[src/rtl/wt_upd_pkg.sv]
package wt_upd_pkg;

  typedef enum logic {
    ST_IDLE,
    ST_RUN
  } ctrlState_t;

  // Strobes from the sequencer to the arithmetic/storage side.
  typedef struct packed {
    logic wrEn;     // write the weight at the current index
    logic truncEn;  // snap the written value onto the coarse grid
    logic loadCfg;  // capture a new learning rate
  } ctrlStrobe_t;

endpackage

[src/rtl/wt_upd_ctrl.sv]
module wt_upd_ctrl
  import wt_upd_pkg::*;
#(
  parameter int NUM_WEIGHTS = 8,
  parameter int CNT_W       = 8,
  localparam int IDX_W      = (NUM_WEIGHTS > 1) ? $clog2(NUM_WEIGHTS) : 1
) (
  input  logic             clk,
  input  logic             rstN,
  input  logic             start,
  input  logic             cfgLoad,
  input  logic [CNT_W-1:0] cfgThresh,
  output ctrlStrobe_t      strb,
  output logic [IDX_W-1:0] idx,
  output logic             busy,
  output logic             done,
  output logic [CNT_W-1:0] iterCount
);

  localparam logic [IDX_W-1:0] LAST = IDX_W'(NUM_WEIGHTS - 1);

  ctrlState_t state;
  logic [CNT_W-1:0] threshReg;

  always_ff @(posedge clk or negedge rstN) begin
    if (!rstN) begin
      state     <= ST_IDLE;
      idx       <= '0;
      iterCount <= '0;
      threshReg <= '0;
      done      <= 1'b0;
    end else begin
      done <= 1'b0;
      unique case (state)
        ST_IDLE: begin
          if (cfgLoad) begin
            iterCount <= '0;
            threshReg <= cfgThresh;
          end else if (start) begin
            iterCount <= iterCount + 1'b1;
            idx       <= '0;
            state     <= ST_RUN;
          end
        end
        ST_RUN: begin
          if (idx == LAST) begin
            idx   <= '0;
            state <= ST_IDLE;
            done  <= 1'b1;
          end else begin
            idx <= idx + 1'b1;
          end
        end
        default: state <= ST_IDLE;
      endcase
    end
  end

  assign busy         = (state == ST_RUN);
  assign strb.wrEn    = busy;
  assign strb.truncEn = (iterCount > threshReg);
  assign strb.loadCfg = !busy && cfgLoad;


  done_after_last_chk: assert property (@(posedge clk) disable iff (!rstN)
    (busy && idx == LAST) |=> (done && !busy));


  busy_walk_chk: assert property (@(posedge clk) disable iff (!rstN)
    (busy && idx != LAST) |=> (busy && idx == $past(idx) + 1'b1));


  count_step_chk: assert property (@(posedge clk) disable iff (!rstN)
    (!busy && start && !cfgLoad) |=> (iterCount == $past(iterCount) + 1'b1));


  count_clear_chk: assert property (@(posedge clk) disable iff (!rstN)
    (!busy && cfgLoad) |=> (iterCount == '0));

endmodule

[src/rtl/wt_upd_datapath.sv]
module wt_upd_datapath
  import wt_upd_pkg::*;
#(
  parameter int NUM_WEIGHTS = 8,
  parameter int W_W         = 22,
  parameter int FRAC_W      = 20,
  parameter int KEEP_FRAC   = 10,
  parameter int LR_W        = 16,
  parameter int LR_FRAC     = 14,
  localparam int IDX_W      = (NUM_WEIGHTS > 1) ? $clog2(NUM_WEIGHTS) : 1
) (
  input  logic             clk,
  input  logic             rstN,
  input  ctrlStrobe_t      strb,
  input  logic [IDX_W-1:0] idx,
  input  logic [LR_W-1:0]  cfgRate,
  input  logic [W_W-1:0]   gradIn,
  input  logic [W_W-1:0]   actIn,
  input  logic             hostWe,
  input  logic [IDX_W-1:0] hostAddr,
  input  logic [W_W-1:0]   hostWData,
  output logic [W_W-1:0]   hostRData
);

  localparam int PROD_W = LR_W + 2 * W_W;
  localparam int SHIFT  = LR_FRAC + FRAC_W;
  localparam int DROP   = FRAC_W - KEEP_FRAC;
  localparam logic signed [W_W-1:0] WMAX = {1'b0, {(W_W-1){1'b1}}};
  localparam logic signed [W_W-1:0] WMIN = {1'b1, {(W_W-1){1'b0}}};
  localparam logic signed [PROD_W-1:0] WMAX_X = PROD_W'(WMAX);
  localparam logic signed [PROD_W-1:0] WMIN_X = PROD_W'(WMIN);
  localparam logic signed [W_W-1:0] GRID_STEP = W_W'(1) <<< DROP;

  logic [W_W-1:0] wMem [NUM_WEIGHTS];
  logic signed [LR_W-1:0] rateReg;

  logic signed [PROD_W-1:0] rateX, gradX, actX, prod, delta, oldX, sumX;
  logic signed [W_W-1:0] satW, clearedW, gridW, nextW;

  always_ff @(posedge clk or negedge rstN) begin
    if (!rstN) rateReg <= '0;
    else if (strb.loadCfg) rateReg <= $signed(cfgRate);
  end

  // Three-way product, rescaled back to the weight's fraction width.
  always_comb begin
    rateX = PROD_W'(rateReg);
    gradX = PROD_W'($signed(gradIn));
    actX  = PROD_W'($signed(actIn));
    prod  = rateX * gradX * actX;
    delta = prod >>> SHIFT;
    oldX  = PROD_W'($signed(wMem[idx]));
    sumX  = oldX + delta;
  end

  // Clamp to the representable range.
  always_comb begin
    if (sumX > WMAX_X)      satW = WMAX;
    else if (sumX < WMIN_X) satW = WMIN;
    else                    satW = sumX[W_W-1:0];
  end

  // Snap to the coarse grid, rounding toward zero.
  always_comb begin
    clearedW = {satW[W_W-1:DROP], {DROP{1'b0}}};
    if (satW[W_W-1] && (satW[DROP-1:0] != '0)) gridW = clearedW + GRID_STEP;
    else                                       gridW = clearedW;
    nextW = strb.truncEn ? gridW : satW;
  end

  for (genvar g = 0; g < NUM_WEIGHTS; g++) begin : gBank
    logic updHit, hostHit;
    assign updHit  = strb.wrEn && (idx == IDX_W'(g));
    assign hostHit = hostWe && !strb.wrEn && (hostAddr == IDX_W'(g));
    always_ff @(posedge clk or negedge rstN) begin
      if (!rstN)        wMem[g] <= '0;
      else if (updHit)  wMem[g] <= nextW;
      else if (hostHit) wMem[g] <= hostWData;
    end
  end

  always_comb begin
    if (int'(hostAddr) < NUM_WEIGHTS) hostRData = wMem[hostAddr];
    else                              hostRData = '0;
  end


  trunc_grid_chk: assert property (@(posedge clk) disable iff (!rstN)
    (strb.wrEn && strb.truncEn) |=> (wMem[$past(idx)][DROP-1:0] == '0));


  sat_hold_chk: assert property (@(posedge clk) disable iff (!rstN)
    (strb.wrEn && !strb.truncEn && $signed(wMem[idx]) == WMAX && delta >= 0)
      |=> ($signed(wMem[$past(idx)]) == WMAX));


  host_busy_chk: assert property (@(posedge clk) disable iff (!rstN)
    (strb.wrEn && hostWe && hostAddr != idx)
      |=> (wMem[$past(hostAddr)] == $past(wMem[hostAddr])));

endmodule

[src/rtl/weight_trunc_updater.sv]
module weight_trunc_updater
  import wt_upd_pkg::*;
#(
  parameter int NUM_WEIGHTS = 8,
  parameter int W_W         = 22,
  parameter int FRAC_W      = 20,
  parameter int KEEP_FRAC   = 10,
  parameter int LR_W        = 16,
  parameter int LR_FRAC     = 14,
  parameter int CNT_W       = 8,
  localparam int IDX_W      = (NUM_WEIGHTS > 1) ? $clog2(NUM_WEIGHTS) : 1
) (
  input  logic             clk,
  input  logic             rstN,
  input  logic             cfgLoad,
  input  logic [LR_W-1:0]  cfgRate,
  input  logic [CNT_W-1:0] cfgThresh,
  input  logic             start,
  input  logic [W_W-1:0]   gradIn,
  input  logic [W_W-1:0]   actIn,
  output logic [IDX_W-1:0] curIdx,
  output logic             busy,
  output logic             done,
  output logic [CNT_W-1:0] iterCount,
  input  logic             hostWe,
  input  logic [IDX_W-1:0] hostAddr,
  input  logic [W_W-1:0]   hostWData,
  output logic [W_W-1:0]   hostRData
);

  ctrlStrobe_t strb;

  wt_upd_ctrl #(
    .NUM_WEIGHTS(NUM_WEIGHTS),
    .CNT_W      (CNT_W)
  ) uCtrl (
    .clk      (clk),
    .rstN     (rstN),
    .start    (start),
    .cfgLoad  (cfgLoad),
    .cfgThresh(cfgThresh),
    .strb     (strb),
    .idx      (curIdx),
    .busy     (busy),
    .done     (done),
    .iterCount(iterCount)
  );

  wt_upd_datapath #(
    .NUM_WEIGHTS(NUM_WEIGHTS),
    .W_W        (W_W),
    .FRAC_W     (FRAC_W),
    .KEEP_FRAC  (KEEP_FRAC),
    .LR_W       (LR_W),
    .LR_FRAC    (LR_FRAC)
  ) uData (
    .clk      (clk),
    .rstN     (rstN),
    .strb     (strb),
    .idx      (curIdx),
    .cfgRate  (cfgRate),
    .gradIn   (gradIn),
    .actIn    (actIn),
    .hostWe   (hostWe),
    .hostAddr (hostAddr),
    .hostWData(hostWData),
    .hostRData(hostRData)
  );

endmodule

[config.mk]
export PLATFORM = sky130hd
export DESIGN_NAME = weight_trunc_updater
export DESIGN_NICKNAME = d
export VERILOG_FILES = /design/src/rtl/wt_upd_pkg.sv /design/src/rtl/wt_upd_ctrl.sv /design/src/rtl/wt_upd_datapath.sv /design/src/rtl/weight_trunc_updater.sv
export SDC_FILE = /design/constraint.sdc
export NUM_CORES = 2
export LEC_CHECK = 0
export ABC_AREA = 1
export CORE_MARGIN = 5
export CORE_UTILIZATION = 30
export CTS_BUF_LIST = sky130_fd_sc_hd__clkbuf_2 sky130_fd_sc_hd__clkbuf_4 sky130_fd_sc_hd__clkbuf_8
export DETAILED_ROUTE_END_ITERATION = 10
export DONT_BUFFER_PORTS = 1
export HOLD_SLACK_MARGIN = 0.1
export PLACE_DENSITY = 0.5
export SLEW_MARGIN = 20
export SYNTH_ARGS = -nofsm -noshare
export SYNTH_HDL_FRONTEND = slang
export SYNTH_SLANG_ARGS = --single-unit
[constraint.sdc]
create_clock -name clk -period 16.9 [get_ports clk]
set_input_delay 3.38 -clock clk [delete_from_list [all_inputs] [get_ports clk]]
set_output_delay 3.38 -clock clk [all_outputs]
set_load 0.005 [all_outputs]
* After elaboration in Yosys (flattened, before gate mapping)
Cells that the tools add are included.
** Word-level totals
- Register bits :: 213
- Output and inout bits :: 35
- Word-level logic and storage cells :: 117
** Operators by class
- Add/sub/neg operators :: 4
- Multiply operators :: 2
- Magnitude comparators :: 5
- Equality and inequality tests :: 16
- Multiplexer cells :: 38
- Bitwise gates (word level) :: 3
- Reductions and logical operators :: 35
** Operator list (count)
- 2-to-1 mux 22 bit :: 24
- binary-select mux 22 bit (select 3 bit) :: 2
- greater-than comparator 60 x 22 -> 1 bit, second input constant :: 1
- < comparator 60 x 22 -> 1 bit, second input constant :: 1
- multiplier 38 x 22 -> 60 bit :: 1
- multiplier 16 x 22 -> 38 bit :: 1
- adder 22 x 26 -> 27 bit :: 1
- equality test 3 bit, second input constant :: 8
- adder 22 x 12 -> 22 bit, second input constant :: 1
- logical AND 1 bit :: 19
- nonzero test 2 bit :: 9
- 2-to-1 mux 8 bit :: 2
- equality test 3 x 2 -> 1 bit, second input constant :: 4
- nonzero test 10 bit :: 1
- 2-to-1 mux 3 bit :: 3
- adder 8 x 1 -> 8 bit, second input constant :: 1
- greater-or-equal comparator 4 bit, second input constant :: 2
- greater-than comparator 8 bit :: 1
- inverter 3 -> 4 bit :: 2
- equality test 3 x 1 -> 1 bit, second input constant :: 2
- logical NOT 3 bit :: 2
- case mux 3 bit (2 select lines) :: 1
- AND reduction 2 bit :: 3
- 2-to-1 mux 1 bit :: 5
- other kinds (5) :: 6

* Logic depth before layout (Yosys ltp)
- Word-level depth :: 13
- Gate-level depth with buffers :: 81

* By module
A second synthesis with hierarchy kept.
** Second synthesis, totals
- Cells, all modules :: 7158
- Area, all modules :: 55826.0 sq um
** By module, submodules not included
- wt_upd_datapath :: times used 1, cells an instance 7018, area each 54644.9 sq um, sequential area each 4804.6 sq um
- wt_upd_ctrl :: times used 1, cells an instance 140, area each 1181.1 sq um, sequential area each 525.5 sq um

* Least setup slack after synthesis
OpenSTA, ideal clock, no wires.
- Kind :: in2reg
- From :: input gradIn[7]
- To :: register uData.wMem[148] in the netlist's numbering
- Setup time :: 0.120 ns
- Data arrival time :: 17.145 ns
- Data required time :: 16.780 ns
- Slack :: -0.365 ns
- Cell stages on the path :: 74
- Buffers on the path :: 5
- Path through :: clkbuf_1 > clkbuf_1 > nand2_1 > fa_1 > inv_1 > fa_1 > inv_1 > fa_1 > inv_1 > fa_1 > fa_1 > inv_1 > fa_1 > inv_1 > ha_1 > a21oi_1 > o21ai_0 > a221oi_1 > [... 38 more ...] > nand2_1 > nand3_1 > nand2_1 > nand2_1 > nand3_2 > o21ai_4 > buf_6 > nand2_2 > nand2_2 > ha_1 > nand3_1 > inv_1 > nand2_2 > buf_6 > o21ai_2 > nand2_2 > o21ai_1 > nand2_1
** On the way
- Cells in the longest elaborated chain, start to end :: 11
** RTL lines
- from (decl) :: RTL line weight_trunc_updater.sv:19 : input logic [W_W-1:0] gradIn,
- multiplier 16 x 22 -> 38 bit (*) :: RTL line wt_upd_datapath.sv:50 : prod = rateX * gradX * actX;
- multiplier 38 x 22 -> 60 bit (*) :: RTL line wt_upd_datapath.sv:50
- adder 22 x 26 -> 27 bit (*) :: RTL line wt_upd_datapath.sv:53 : sumX = oldX + delta;
- < comparator 60 x 22 -> 1 bit :: RTL line wt_upd_datapath.sv:59 : else if (sumX < WMIN_X) satW = WMIN;
- 2-to-1 mux 22 bit :: RTL line wt_upd_datapath.sv:59
- 2-to-1 mux 22 bit (*) :: RTL line wt_upd_datapath.sv:58 : if (sumX > WMAX_X) satW = WMAX;
- parallel branches: the longest is 3 deep, another holds adder 22 x 12 -> 22 bit
- 2-to-1 mux 22 bit (*) :: RTL line wt_upd_datapath.sv:68 : nextW = strb.truncEn ? gridW : satW;
- 2-to-1 mux 22 bit (*) :: RTL line wt_upd_datapath.sv:77 : else if (updHit) wMem[g] <= nextW;
- to (signal, indexed assignment) :: RTL line wt_upd_datapath.sv:77
- to (signal, indexed assignment) :: RTL line wt_upd_datapath.sv:78 : else if (hostHit) wMem[g] <= hostWData;
- to (decl) :: RTL line wt_upd_datapath.sv:34 : logic [W_W-1:0] wMem [NUM_WEIGHTS];
Mark *: on every way between the ends.
A chain may end at the register's enable or synchronous reset.

* Final worst setup path
- From :: input gradIn[5]
- To :: register uData.wMem[58] in the netlist's numbering
The elaborated chain is that of the path after synthesis.

==> results.sh <==
export IMPL_maximum_clock_frequency_mhz=60.01
export IMPL_final_setup_tns_ns=0
export IMPL_place_port_buffers=0
export IMPL_synth_area_leaders="sky130_fd_sc_hd__fa_1, sky130_fd_sc_hd__inv_1, sky130_fd_sc_hd__nand2_1"
export IMPL_clock_sinks=213
export IMPL_finalMaxSlewViolations=0
export IMPL_floorplan_rows=158
export IMPL_gp_routability_congestion=0.9021
export IMPL_met1_usage=0.2552
export IMPL_final_hold_worst_slack_ns=0.4774
export IMPL_synth_ff_type="sky130_fd_sc_hd__dfrtp_1"
export IMPL_post_synth_instance_area_mm2=0.05561
export IMPL_setup_viol_count_final=0
export IMPL_final_hold_viol_count=0
export IMPL_synth_warnings=0
export IMPL_tritoncts_num_buffers=38
export IMPL_grt_antenna_before_repair=6
export IMPL_hold_path_class="reg -> reg"
export IMPL_drive_gt1_frac=0.1754
export IMPL_pin_count_of_the_biggest_net_entering_global_routing=214
export IMPL_synth_top_area_frac=0.4169
export IMPL_cts_root_buffer_cell="sky130_fd_sc_hd__clkbuf_8"
export IMPL_most_numerous_cell_types_in_the_synthesized_netlist="sky130_fd_sc_hd__inv_1, sky130_fd_sc_hd__nand2_1, sky130_fd_sc_hd__fa_1, sky130_fd_sc_hd__nor2_1, sky130_fd_sc_hd__ha_1"
export IMPL_layout_area_overhead_vs_synth_pct=19.47
export IMPL_ctsHoldBuffers=0
export IMPL_gr_usage_met3=0.02598
export IMPL_synth_edf_count=0
export IMPL_synthDistinctLibCells=60
export IMPL_postSynthRegisterBits=213
export IMPL_via_per_inst=4.805
export IMPL_grt_setup_unrepaired="yes"
export IMPL_timing_rr_start="uData.rateReg[6]"
export IMPL_detail_route_drc_violations=0
export IMPL_critPathLaunchType="input pin"
export IMPL_worst_pin_slew_ns=1.407
export IMPL_final_core_util=0.3594
export IMPL_synth_nets=8629
export IMPL_pre_cts_slack_ns=-1.865
export IMPL_rr_worst_depth=72
export IMPL_syn_inst=7063
export IMPL_wire_length_of_the_first_global_routing_pass_mm=305.7
export IMPL_htree_levels=2
export IMPL_crit_end="uData.wMem[58]"
export IMPL_routing_layer_with_the_top_usage_in_global_route="met2"
export IMPL_drt_wirelength_per_cell_um=19.54
export IMPL_worst_path_max_delay_cell="sky130_fd_sc_hd__fa_2"
export IMPL_critical_path_most_common_cell="sky130_fd_sc_hd__fa_1"
export IMPL_first_global_vias=51900
export IMPL_initial_utilization=0.3008
export IMPL_relSlewSlack=0.05780
export IMPL_grt_ovfl_total=0
export IMPL_avgSynthCellArea_um2=7.873
export IMPL_die_width_um=440.5
export IMPL_yosysSeqAreaShare=0.09585
export IMPL_die_h_um=440.5
export IMPL_critical_path_endpoint_type="flop"
export IMPL_reg2reg_setup_slack_ns=1.81
export IMPL_global_route_usage_met2=0.3601
export IMPL_outcome="complete, no violations"
export IMPL_critical_path_max_fanout=16
export IMPL_final_setup_worst_slack_ns=0.2368
export IMPL_design_core_area_mm2=0.1848
export IMPL_post_synth_top_area_cell="sky130_fd_sc_hd__fa_1"
export IMPL_vias=48110
export IMPL_layout_nets=9069
export IMPL_critPathLaunch="gradIn[5]"
export IMPL_synth_async_sr_flop_share=1.000
export IMPL_synth_most_common_cell="sky130_fd_sc_hd__inv_1"
export IMPL_critPathArrivalTime_ns=17.18
export IMPL_finalWorstPathRequiredPeriod_ns=16.66
export IMPL_num_io_pins=133
export IMPL_crit_reg2reg_capture="uData.wMem[58]"
export IMPL_maxCapViolCount=0
export IMPL_setup_worst_path_class="in -> reg"
export IMPL_worst_endpoint_required_ns=17.42
export IMPL_first_pass_iters=8
export IMPL_tritoncts="built"
export IMPL_clock_skew_final_ns=0.07372
export IMPL_min_period_over_period=0.9860
export IMPL_latest_clock_arrival_within_the_worst_skew_pair_ns=0.65
export IMPL_dieArea_mm2=0.1941
export IMPL_slowest_delay_ns=0.63
export IMPL_detailed_place_hpwl_mm=153.4
export IMPL_clock_tree_buffer_depth=3
export IMPL_detail_route_iter0_violations=3349
export IMPL_final_antenna_net_count=0
export IMPL_worst_setup_hold_path_clk_slew_ns=0.07
export IMPL_routed_wirelength_mm=195.6
export IMPL_global_route_usage_total=0.2027
through the flow:
step | cells | cell area [um^2]
after floorplan | 7063 | 55730
after global placement | 9863 | 62570
after detailed placement | 9863 | 62570
after CTS | 9951 | 63970
after global routing | 10010 | 66430
final | 10010 | 66440
cells in the final DEF (no fill, tap or decap), drive strengths merged, types with 15 or more instances in the layout:
cell type  Yosys  routed
clkbuf       288      59
xnor2         40      40
a31oi         34      34
nor2         501     502
o21ai        230     230
or2           43      43
dfrtp        213     213
fa          1158    1158
nand2       1586    1586
clkinv        29      33
a21oi        237     237
o2111ai       15      15
buf           29     715
o311ai        19      19
a221oi        25      25
ha           310     310
a21o          18      18
o221ai        55      55
nor3          32      32
xor2          46      46
nand4         27      27
o21bai        45      45
inv         1808    1807
nand3        113     113
o211ai        17      17
o22ai         79      79
per-layer routing:
layer | share of wire | wire length, um
met1 | 0.40 | 78490
met2 | 0.50 | 97820
met3 | 0.061 | 11960
met4 | 0.037 | 7324
met5 | 0.000097 | 19
state kept, by name, indices dropped and copies added, names as in the netlist:
| register | count |
|---|---|
| uData.rateReg | 16 |
| uData.wMem | 176 |
| uCtrl.done | 1 |
| uCtrl.iterCount | 8 |
| uCtrl.threshReg | 8 |
| uCtrl.busy | 1 |
| uCtrl.idx | 3 |
worst min path at each step:
stage / from / to / slack [ns] / cells past startpoint
2_1_floorplan: uCtrl.threshReg[0] / uCtrl.threshReg[0] / 0.45 / 2
3_3_place_gp: uCtrl.threshReg[0] / uCtrl.threshReg[0] / 0.47 / 2
3_5_place_dp: uCtrl.threshReg[0] / uCtrl.threshReg[0] / 0.47 / 2
4_1_cts: uCtrl.threshReg[0] / uCtrl.threshReg[0] / 0.48 / 2
5_1_grt: uCtrl.threshReg[0] / uCtrl.threshReg[0] / 0.51 / 2
6_report: uCtrl.threshReg[0] / uCtrl.threshReg[0] / 0.48 / 2
what timing repair did:
action                                  4_1_cts  5_1_grt
buffers inserted                             20       63
pin swaps                                    32      238
cloned                                        0        4
gates resized for setup                      98      498
endpoints found under the setup margin      176      176
kinds of logic after synthesis:
logic type               count (synthesis)  share of synthesized area
adder cells (fa/ha/maj)               1468                     0.4866
XOR/XNOR                                86                    0.01382
AO/OA/AOI/OAI                          829                    0.09221
flip-flops                             213                    0.09585
AND/OR/NAND/NOR                       2313                     0.1653
buffers and inverters                 2154                     0.1462
area by class of cell:
type / instances / area (um^2)
diodes: 2 / 5.005
flip-flops and latches: 213 / 5333
fillers: 19320 / 118400
clock buffers: 58 / 716.9
inverters: 1837 / 6934
well taps: 2480 / 3103
multi-input cells: 4697 / 44430
repair buffers: 716 / 5823
clock inverters: 10 / 96.34
critical path, delay by kind of cell:
kind / cells / cell delay, ns
AOI/OAI and AO/OA: 17 / 2.63
xor gates and xnor gates: 2 / 0.33
adders and majority gates: 16 / 7.49
buffers and inverters: 19 / 2.07
and+or+nand+nor: 14 / 1.23
Power is left out: the tool's default activity adds up to more than one toggle a clock period on the data nets, which glitch-free logic cannot reach.
